## src/rtl/pinflt_pkg.sv

```systemverilog
// Package: shared constants and the code-to-terminal-count mapping
// for the prescaled pin filter. Assumes ratios are 4 << code, capped.
package pinflt_pkg;
    localparam int BASE_RATIO = 4;
    localparam int MAX_SHIFT  = 4;
    localparam int MAX_RATIO  = BASE_RATIO << MAX_SHIFT;
    localparam int CNT_W      = $clog2(MAX_RATIO);
    localparam int CODE_W     = 3;

    // Terminal count (ratio - 1) for a divide code; codes past MAX_SHIFT saturate.
    function automatic logic [CNT_W-1:0] term_of(input logic [CODE_W-1:0] code);
        int sh;
        sh = (int'(code) > MAX_SHIFT) ? MAX_SHIFT : int'(code);
        return CNT_W'((BASE_RATIO << sh) - 1);
    endfunction
endpackage

```

## src/rtl/pinflt_presc.sv

```systemverilog
// Prescaler: issues a programmable tick and a fixed 4-clock tick.
// Assumes code is stable (captured once after reset).
module pinflt_presc
    import pinflt_pkg::*;
(
    input  logic              clk,
    input  logic              rst_n,
    input  logic [CODE_W-1:0] code,
    output logic              prog_tick,
    output logic              fix_tick
);
    localparam int FIX_W = $clog2(BASE_RATIO);

    logic [CNT_W-1:0] prog_cnt;
    logic [FIX_W-1:0] fix_cnt;
    logic [CNT_W-1:0] term;

    assign term      = term_of(code);
    assign prog_tick = (prog_cnt == term);
    assign fix_tick  = (fix_cnt == FIX_W'(BASE_RATIO - 1));

    // Programmable counter wraps at the selected terminal count.
    always_ff @(posedge clk) begin
        if (!rst_n)         prog_cnt <= '0;
        else if (prog_tick) prog_cnt <= '0;
        else                prog_cnt <= prog_cnt + 1'b1;
    end

    // Fixed counter wraps every BASE_RATIO clocks.
    always_ff @(posedge clk) begin
        if (!rst_n) fix_cnt <= '0;
        else        fix_cnt <= fix_cnt + 1'b1;
    end
endmodule

```

## src/rtl/pinflt_sync.sv

```systemverilog
// Two-flop synchronizer for a vector of asynchronous inputs.
// Assumes each bit is independent; no bus coherency is implied.
module pinflt_sync #(
    parameter int W = 1
) (
    input  logic         clk,
    input  logic         rst_n,
    input  logic [W-1:0] d,
    output logic [W-1:0] q
);
    logic [W-1:0] meta;

    // Two register stages against metastability.
    always_ff @(posedge clk) begin
        if (!rst_n) begin
            meta <= '0;
            q    <= '0;
        end else begin
            meta <= d;
            q    <= meta;
        end
    end
endmodule

```

## src/rtl/pinflt_cell.sv

```systemverilog
// One filter cell: samples a synchronized input on each tick and moves the
// level only when two consecutive samples agree on a new value.
// Assumes tick is a single-cycle pulse.
module pinflt_cell (
    input  logic clk,
    input  logic rst_n,
    input  logic tick,
    input  logic din,
    output logic lvl,
    output logic rise,
    output logic fall
);
    logic smp;
    logic take;

    assign take = tick && (din == smp) && (din != lvl);

    // Hold the previous tick sample.
    always_ff @(posedge clk) begin
        if (!rst_n)    smp <= 1'b0;
        else if (tick) smp <= din;
    end

    // Update the level and emit one-cycle strobes.
    always_ff @(posedge clk) begin
        if (!rst_n) begin
            lvl  <= 1'b0;
            rise <= 1'b0;
            fall <= 1'b0;
        end else begin
            rise <= take && din;
            fall <= take && !din;
            if (take) lvl <= din;
        end
    end
endmodule

```

## src/rtl/pinflt_top.sv

```systemverilog
// Top: captures configuration once after reset, synchronizes the inputs and
// filters N_CH channels plus one clock pin. Assumes synchronous reset.
module pinflt_top
    import pinflt_pkg::*;
#(
    parameter int N_CH = 4
) (
    input  logic              clk,
    input  logic              rst_n,
    input  logic [CODE_W-1:0] div_code,
    input  logic              pin_share,
    input  logic [N_CH-1:0]   ch_in,
    input  logic              cpin_in,
    output logic [N_CH-1:0]   ch_lvl,
    output logic [N_CH-1:0]   ch_rise,
    output logic [N_CH-1:0]   ch_fall,
    output logic              cpin_lvl,
    output logic              cpin_rise,
    output logic              cpin_fall
);
    localparam int NS = N_CH + 1;

    logic              cfg_done;
    logic [CODE_W-1:0] code_q;
    logic              share_q;
    logic              prog_tick;
    logic              fix_tick;
    logic              cpin_tick;
    logic [NS-1:0]     sync_q;

    // Capture configuration in the first cycle out of reset.
    always_ff @(posedge clk) begin
        if (!rst_n) begin
            cfg_done <= 1'b0;
            code_q   <= '0;
            share_q  <= 1'b0;
        end else if (!cfg_done) begin
            cfg_done <= 1'b1;
            code_q   <= div_code;
            share_q  <= pin_share;
        end
    end

    pinflt_presc presc_i (
        .clk(clk), .rst_n(rst_n), .code(code_q),
        .prog_tick(prog_tick), .fix_tick(fix_tick)
    );

    pinflt_sync #(.W(NS)) sync_i (
        .clk(clk), .rst_n(rst_n), .d({cpin_in, ch_in}), .q(sync_q)
    );

    assign cpin_tick = share_q ? prog_tick : fix_tick;

    for (genvar i = 0; i < N_CH; i++) begin : g_ch
        pinflt_cell cell_i (
            .clk(clk), .rst_n(rst_n), .tick(prog_tick), .din(sync_q[i]),
            .lvl(ch_lvl[i]), .rise(ch_rise[i]), .fall(ch_fall[i])
        );
    end

    pinflt_cell cpin_cell_i (
        .clk(clk), .rst_n(rst_n), .tick(cpin_tick), .din(sync_q[N_CH]),
        .lvl(cpin_lvl), .rise(cpin_rise), .fall(cpin_fall)
    );
endmodule

```

## config.mk

```make
export PLATFORM = sky130hd
export DESIGN_NAME = pinflt_top
export DESIGN_NICKNAME = d
export VERILOG_FILES = /design/src/rtl/pinflt_pkg.sv /design/src/rtl/pinflt_presc.sv /design/src/rtl/pinflt_sync.sv /design/src/rtl/pinflt_cell.sv /design/src/rtl/pinflt_top.sv
export SDC_FILE = /design/constraint.sdc
export NUM_CORES = 1
export LEC_CHECK = 0
export BUFFER_PORTS_ARGS = -buffer_cell sky130_fd_sc_hd__buf_2
export CELL_PAD_IN_SITES_DETAIL_PLACEMENT = 1
export CELL_PAD_IN_SITES_GLOBAL_PLACEMENT = 1
export CORE_MARGIN = 1
export CORE_UTILIZATION = 35
export CTS_BUF_LIST = sky130_fd_sc_hd__clkbuf_4 sky130_fd_sc_hd__clkbuf_8 sky130_fd_sc_hd__clkbuf_16
export CTS_CLUSTER_SIZE = 12
export DETAILED_ROUTE_END_ITERATION = 8
export PLACE_DENSITY = 0.75
export SLEW_MARGIN = 15
export SYNTH_ARGS = -nofsm -noshare
export SYNTH_HDL_FRONTEND = slang
export SYNTH_SLANG_ARGS = --single-unit
```

## constraint.sdc

```tcl
create_clock -name clk -period 3.15 [get_ports clk]
set_input_delay 0.4725 -clock clk [delete_from_list [all_inputs] [get_ports clk]]
set_output_delay 0.4725 -clock clk [all_outputs]
set_load 0.02 [all_outputs]
```

==> out/results.tsv, run 1 <==
stage	metric	value	unit
clocking	Skew-Pair Late Insertion Delay	0.30	ns
route	via count	1220	
final_layout	Synth-to-Final Area Change	9.17	%
floorplanning	Core Area	4720	µm²
sta	Final Hold Viols	0	
route	Iter 0 DRT Violations	22	
floorplanning	Die X	72.1	µm
synth	Synth top area share	0.501	
synth	mux contribution to synthesized area	0.0291	
job	Max-Cap Viols	0	
synth	Mapped Cells	172	
sta	post-route clock period utilization	0.592	
route	# DRC	0	
clocking	TritonCTS clock tree	done	
final_layout	proportion of layout cells with a drive suffix above 1	0.245	
final_layout	most frequent cells in the layout	43 x dfxtp_1, 25 x buf_2, 14 x nor2_1, 14 x nand3_1, 12 x nand2_1	
pwr	Reg power frac	0.593	
grt	global-route wire length before repair	5580	µm
synth	Mapped Avg Cell Area	10.0	µm²
sta	setup violators final	0	
clocking	Worst-path clk slew	0.08	ns
place	gpl congestion	0.692	
floorplanning	initial cell density of the core	0.364	
critical_path	Worst Setup End Kind	register	
sta	unrepaired setup endpoints after global routing	false	
clocking	TritonCTS buffer count	5	
critical_path	crit-path max FO	12	
route	Pre-Repair DR Iteration Count	6	
grt	vias in the first global route	1244	
grt	initial antenna violation count	0	
critical_path	worst endpoint required time	3.36	ns
hold_path	Hold Crit Class	in2reg	
clocking	number of gates resized after CTS	0	
pwr	Peak VDD IR	0.198	mV
route	vias per std cell	4.86	
grt	pin count of the biggest net entering global routing	40	
route	final wirelength	3090	µm
route	routed len/inst	12.3	µm
pwr	Int Pwr	735	µW
critical_path	crit path kind	reg2reg	
pwr	clock share of power	0.347	
synth	Synth area leaders	dfxtp_1 50%, buf_4 5.2%, nand3_1 4.1%, and2_1 4.0%, nor4b_2 3.5%	
synth	Synth Area in Simple Gates	0.234	
outcome	status	finished clean	
synth	Yosys reg bits	43	
clocking	root buf cell	clkbuf_8	
synth	syn_nets	185	
final_layout	fin nets	196	
place	post-DP HPWL	2150	µm
synth	Synth Area in Adders	0.0204	
critical_path	Crit-path slowest cell	a31oi_4	
sta	clock skew	0.00571	ns
pwr	combinational power share	0.060	
pwr	Sw Ratio	0.243	
floorplanning	die height	72.1	µm
floorplanning	Rows	25	
sta	Max-slew headroom	0.586	
clocking	H-tree levels	2	
sta	total negative slack	0	ns
synth	XOR/XNOR Fraction of Synth Area	0.0255	
final_layout	fin util	0.397	
clocking	hold_buf cts	0	
pwr	NetSw	235	µW
clocking	Clock Sink Count	43	
synth	main combinational cell family by area after synthesis	simple AND/OR/NAND/NOR gates	
final_layout	most common cell after layout, fill and taps aside	dfxtp_1	
critical_path	CP max stage delay	0.40	ns
synth	Synth Area in Compound Gates	0.105	
sta	Slew @ Worst Pin	0.621	ns
pwr	P per Cell Area	517	nW/µm²
critical_path	crit path cell chain	ha_1 -> nand3_2 -> a31oi_4 -> nand2_2 -> nor4b_2	
synth	sequential share of the synthesized area	0.501	
sta	Final Max Tran Viols	0	
final_layout	antenna diode count	0	
critical_path	CP arrival	2.08	ns
place	number of buffer cells added on primary ports	25	
grt	gr usage total	0.137	
floorplanning	I/O pins	26	
sta	maximum clock frequency	536	MHz
synth	distinct cell type count of the synthesized netlist	35	
sta	crit path time final	1.87	ns
critical_path	Critical Path Source Type	register	
route	Antenna Nets Post-Route	0	
synth	top cell type by total area after synthesis	dfxtp_1	
floorplanning	die area	5200	µm²
clocking	postcts setup bufs	0	
grt	remaining global-route overflow	0	
sta	hold slack	0.379	ns
clocking	Max clock buf depth	2	
synth	warning count from the yosys run	0	
synth	synthesized cell area	1720	µm²
pwr	Leak	0.727	nW
## power by group through the flow
stage          logic [mW]  clock network (mW)  registers (mW)
2_1_floorplan      0.0501                   0           0.581
3_3_place_gp       0.0573                   0           0.587
3_5_place_dp       0.0593                   0           0.589
4_1_cts            0.0600               0.354           0.576
5_1_grt            0.0673               0.372           0.578
6_report           0.0585               0.337           0.575
## synth_stat cells
library cell / number
buf_2: 3
o311ai_1: 4
xnor2_1: 3
dfxtp_1: 43
a221oi_2: 1
and4_4: 1
nand3_2: 1
a41o_1: 1
o311ai_0: 4
o21ai_0: 2
nor4b_2: 4
and2_1: 11
nand3_1: 14
and3_1: 1
ha_1: 2
mux2i_1: 5
nor4_1: 3
o21ai_2: 3
maj3_1: 1
nor2_1: 14
nand2b_1: 2
nor3_1: 5
a21boi_1: 1
buf_1: 1
buf_4: 12
nand2_1: 12
clkbuf_1: 4
a31oi_4: 1
xor2_1: 2
o21ai_1: 4
and4b_1: 1
inv_1: 3
nand4_1: 1
buf_6: 1
nand2_2: 1
## path summary, 6_finish.rpt
kind                       startpoint                   to  slack (ns)  depth (start not counted)
setup / recovery  presc_i.prog_cnt[0]  g_ch[3].cell_i.fall        1.28                          5
hold / removal               ch_in[0]       sync_i.meta[0]        0.38                          2
setup reg to reg  presc_i.prog_cnt[0]  g_ch[3].cell_i.fall        1.28                          5
hold reg to reg        sync_i.meta[2]          sync_i.q[2]        0.43                          1
## kinds of logic after synthesis
group / Yosys count
simple gates: 71
flops: 43
buf+inv: 24
compound gates: 21
xor+xnor: 5
mux: 5
fa+ha+maj: 3
## critical path: cells and delay by family (launching register included)
| family | cells | cell delay [ns] |
|---|---|---|
| simple gates | 3 | 0.77 |
| compound gates | 1 | 0.40 |
| fa+ha+maj | 1 | 0.24 |
| flops | 1 | 0.37 |
## state kept, by name (all words and copies together) (netlist names), 2 cells and up
| name | count |
|---|---|
| g_ch.cell_i.lvl | 4 |
| sync_i.q | 5 |
| presc_i.prog_cnt | 6 |
| g_ch.cell_i.fall | 4 |
| g_ch.cell_i.rise | 4 |
| presc_i.fix_cnt | 2 |
| sync_i.meta | 5 |
| code_q | 3 |
| g_ch.cell_i.smp | 4 |
## per-stage QoR
stage               power (mW)  area, µm²  worst slack, ns  std cells
floorplan                0.631       1720             1.69        172
global placement         0.645       1790             1.37        243
detailed placement       0.648       1790             1.27        243
CTS                      0.989       1880             1.26        251
global route              1.02       1880             1.15        251
finish                   0.971       1880             1.28        251
## per-layer routing
metal | global-route usage | vias up | wire length [µm]
met5 | 0 | - | 0
met4 | 0.0654 | 0 | 59
met3 | 0.0375 | 5 | 126
met2 | 0.228 | 27 | 1450
met1 | 0.163 | 573 | 1450
li1 | - | 615 | -
## area by class of cell
cell class,instances,area [µm²]
Clock buffer,5,68.8
Fill cell,555,2850
Inverter,3,11.3
Tap cell,67,83.8
Multi-Input combinational cell,105,712
Sequential cell,43,861
Clock inverter,3,15.0
Timing Repair Buffer,25,125
Power figures use the tool's default switching activity.
==> run 2: changes to the inputs <==
Settings changed: ABC_AREA from default to 1, PLACE_DENSITY 0.75 to 0.8.
Clock period 3.15 ns to 1.6 ns, I/O delays scaled along.
==> run 2 against run 1 <==
Against the previous run: first-iteration DRC count grew to 3.3 times the previous value; via count grew 7.7%; total power increased by 110%; highest routed layer unchanged.
==> out/results.tsv, run 2 <==
stage	metric	value	unit	change
final_layout	biggest regs	presc_i.prog_cnt x6, sync_i.meta x5, sync_i.q x5		
synth	Mapped Cells	220		+28%
floorplanning	Core Area	4720	µm²	unchanged
place	gpl congestion	0.788		+14%
sta	Max-slew headroom	0.792		+0.207
job	Max-Cap Viols	0		unchanged
critical_path	reg2reg end	cpin_cell_i.smp		
critical_path	Reg2Reg Depth	10		+5
route	Antenna Nets Post-Route	0		unchanged
pwr	NetSw	452	µW	+92%
pwr	combinational power share	0.061		about the same
synth	syn_nets	233		+26%
floorplanning	die height	71.9	µm	-0.22%
grt	gr usage total	0.143		+0.00589
synth	synthesized cell area	1710	µm²	-0.44%
final_layout	Fillers	606		+9.2%
critical_path	CP arrival	1.66	ns	-0.42 ns
critical_path	Critical Path Source Type	register		
route	Pre-Repair DR Iteration Count	4		-2
critical_path	worst r2r src	code_q[2]		
final_layout	max FFs per register	6		unchanged
grt	global-route wire length before repair	5710	µm	+2.2%
route	routed len/inst	10.7	µm	-13%
sta	setup violators final	0		unchanged
floorplanning	Die X	71.9	µm	-0.22%
hold_path	hold depth	3		+1
pwr	total power	2.08	mW	+110%
synth	Post-synth EDFFs	0		unchanged
synth	Synth area leaders	dfxtp_1 50%, nand2_1 11%, inv_1 8.6%, buf_4 5.3%, nand3_1 3.5%		
sta	Slew @ Worst Pin	0.310	ns	-0.312 ns
pwr	Sw Ratio	0.217		-0.0252
route	# DRC	0		unchanged
synth	top cells by count, synth	49 x nand2_1, 43 x dfxtp_1, 39 x inv_1		
pwr	Peak VDD IR	0.394	mV	+99%
synth	most common cell in the netlist	nand2_1		
clocking	TritonCTS clock tree	done		
pwr	Leak	0.926	nW	+27%
clocking	Clock Sink Count	43		unchanged
final_layout	most common cell after layout, fill and taps aside	nand2_1		
final_layout	most frequent cells in the layout	48 x nand2_1, 43 x dfxtp_1, 38 x inv_1, 25 x buf_2, 15 x nor2_1		
sta	Final Max Tran Viols	0		unchanged
grt	remaining global-route overflow	0		unchanged
pwr	P per Cell Area	1080	nW/µm²	+110%
sta	Final Hold Viols	0		unchanged
synth	top cell type by total area after synthesis	dfxtp_1		
grt	initial antenna violation count	0		unchanged
synth	Yosys reg bits	43		unchanged
critical_path	crit-path max FO	15		+3
clocking	Max clock buf depth	2		unchanged
route	vias per std cell	4.32		-11%
sta	maximum clock frequency	684	MHz	+28%
sta	total negative slack	0	ns	unchanged
floorplanning	I/O pins	26		unchanged
final_layout	largest reg by FF count	presc_i.prog_cnt		
synth	Most used DFF post-synth	dfxtp_1		
synth	warning count from the yosys run	0		unchanged
critical_path	setup slack, reg-to-reg	0.14	ns	-1.15 ns
pwr	Reg power frac	0.544		-0.049
final_layout	proportion of layout cells with a drive suffix above 1	0.190		-0.0547
critical_path	worst endpoint required time	1.80	ns	-1.56 ns
floorplanning	die area	5170	µm²	-0.43%
clocking	Worst-path clk slew	0.08	ns	about the same
route	Iter 0 DRT Violations	72		+230%
final_layout	fin nets	250		+28%
floorplanning	Rows	25		unchanged
pwr	clock share of power	0.395		+0.048
sta	clock skew	0.00676	ns	+0.00104 ns
pwr	Int Pwr	1.63	mW	+120%
route	final wirelength	3260	µm	+5.7%
synth	Synth top area share	0.503		+0.00220
hold_path	Endpoint, Worst Hold	sync_i.meta[1]		
floorplanning	initial cell density of the core	0.362		-0.00159
synth	Mapped Avg Cell Area	7.78	µm²	-22%
clocking	Skew-Pair Late Insertion Delay	0.29	ns	about the same
grt	vias in the first global route	1311		+5.4%
hold_path	hold wc startpoint	ch_in[1]		
final_layout	Synth-to-Final Area Change	12.6	%	
outcome	status	finished clean		
sta	crit path time final	1.46	ns	-0.403 ns
final_layout	antenna diode count	0		unchanged
place	post-DP HPWL	2340	µm	+8.9%
hold_path	Hold Crit Class	in2reg		
clocking	TritonCTS buffer count	5		unchanged
synth	distinct cell type count of the synthesized netlist	24		-31%
clocking	H-tree levels	2		unchanged
synth	Async SR Flop Fraction	0		unchanged
sta	unrepaired setup endpoints after global routing	false		
critical_path	Worst Setup End Kind	register		
route	via count	1314		+7.7%
grt	pin count of the biggest net entering global routing	30		-25%
critical_path	crit path kind	reg2reg		
place	number of buffer cells added on primary ports	25		unchanged
clocking	root buf cell	clkbuf_8		
clocking	postcts setup bufs	0		unchanged
synth	sequential share of the synthesized area	0.503		+0.00220
sta	post-route clock period utilization	0.914		+0.322
==> run 2: cell types whose count changed in the layout (fill, tap and decap cells not counted), sizes merged, moves of 3 or more <==
cell,change
o311ai,-8
a21oi,+10
inv,+38
nor3,+6
mux2i,-5
xnor2,-3
nor4b,-4
nand2,+37
nor4,-3
and2,-11
==> run 2: kinds of logic (layout without fill, tap and decap cells) <==
| family | Yosys count | in the layout | synth area share |
|---|---|---|---|
| AOI/OAI and AO/OA | 21 | 21 | 0.0629 |
| xor gates and xnor gates | 2 | 2 | 0.0102 |
| adders and majority gates | 2 | 2 | 0.0146 |
| buffers and inverters | 58 | 75 | 0.158 |
| DFF | 43 | 43 | 0.503 |
| and+or+nand+nor | 94 | 94 | 0.251 |
==> run 2: timing repair <==
item                       4_1_cts  5_1_grt
hold buffers                     0        0
setup endpoints to repair        0        9
gates resized for setup          0        3
==> run 2: worst max-delay path, cell delays in order (launching register included) <==
cell	delay, ns
dfxtp_1	0.35
nor2_1	0.21
nand2_1	0.08
nand2_1	0.06
nand2_1	0.06
inv_2	0.07
nand3_4	0.18
nand2_1	0.15
nand3_1	0.10
nand2_1	0.07
nor2_1	0.04
==> run 2: worst max-delay path by stage <==
stage	from	endpoint	slack (ns)	cells after the start
finish	code_q[2]	cpin_cell_i.smp	0.14	10
global route	code_q[2]	g_ch[3].cell_i.lvl	0.002	9
CTS	presc_i.prog_cnt[0]	g_ch[1].cell_i.fall	0.08	7
detailed placement	presc_i.prog_cnt[0]	g_ch[1].cell_i.fall	0.09	7
global placement	presc_i.prog_cnt[0]	g_ch[1].cell_i.fall	0.19	7
floorplan	presc_i.prog_cnt[0]	g_ch[0].cell_i.smp	0.32	7
==> run 2: cell type report <==
class / count / area [µm²] / area share
multi-input cells: 119 / 586 / 0.304
inverters: 42 / 158 / 0.0818
well taps: 67 / 83.8 / 0.0435
repair buffers: 26 / 133 / 0.0688
clock buffers: 6 / 76.3 / 0.0396
clock inverters: 1 / 30.0 / 0.0156
flip-flops and latches: 43 / 861 / 0.447
==> run 2: per-layer routing <==
metal  vias up  track usage  part of all wire
li1        689            -                 -
met1       603        0.160              0.45
met2        18        0.259              0.50
met3         4       0.0389             0.027
met4         0       0.0523             0.016
met5         -            0                 0
==> run 2: per-stage QoR <==
| stage | util | hold WS [ns] | cell area, µm² | worst slack (ns) | instances |
|---|---|---|---|---|---|
| finish | 0.408 | 0.128 | 1930 | 0.137 | 304 |
| global route | 0.408 | 0.126 | 1930 | 0.00215 | 304 |
| CTS | 0.407 | 0.126 | 1920 | 0.0774 | 304 |
| detailed placement | 0.384 | 0.402 | 1820 | 0.0875 | 297 |
| global placement | 0.384 | 0.394 | 1820 | 0.188 | 297 |
| floorplan | - | 0.268 | 1710 | 0.317 | 220 |
==> run 2: power by group through the flow <==
| stage | combinational, mW | sequential [mW] | clock, mW |
|---|---|---|---|
| final | 0.127 | 1.13 | 0.821 |
| after detailed placement | 0.126 | 1.15 | 0 |
| after global routing | 0.149 | 1.13 | 0.887 |
| after global placement | 0.120 | 1.15 | 0 |
| after floorplan | 0.0916 | 1.15 | 0 |
| after CTS | 0.129 | 1.13 | 0.838 |
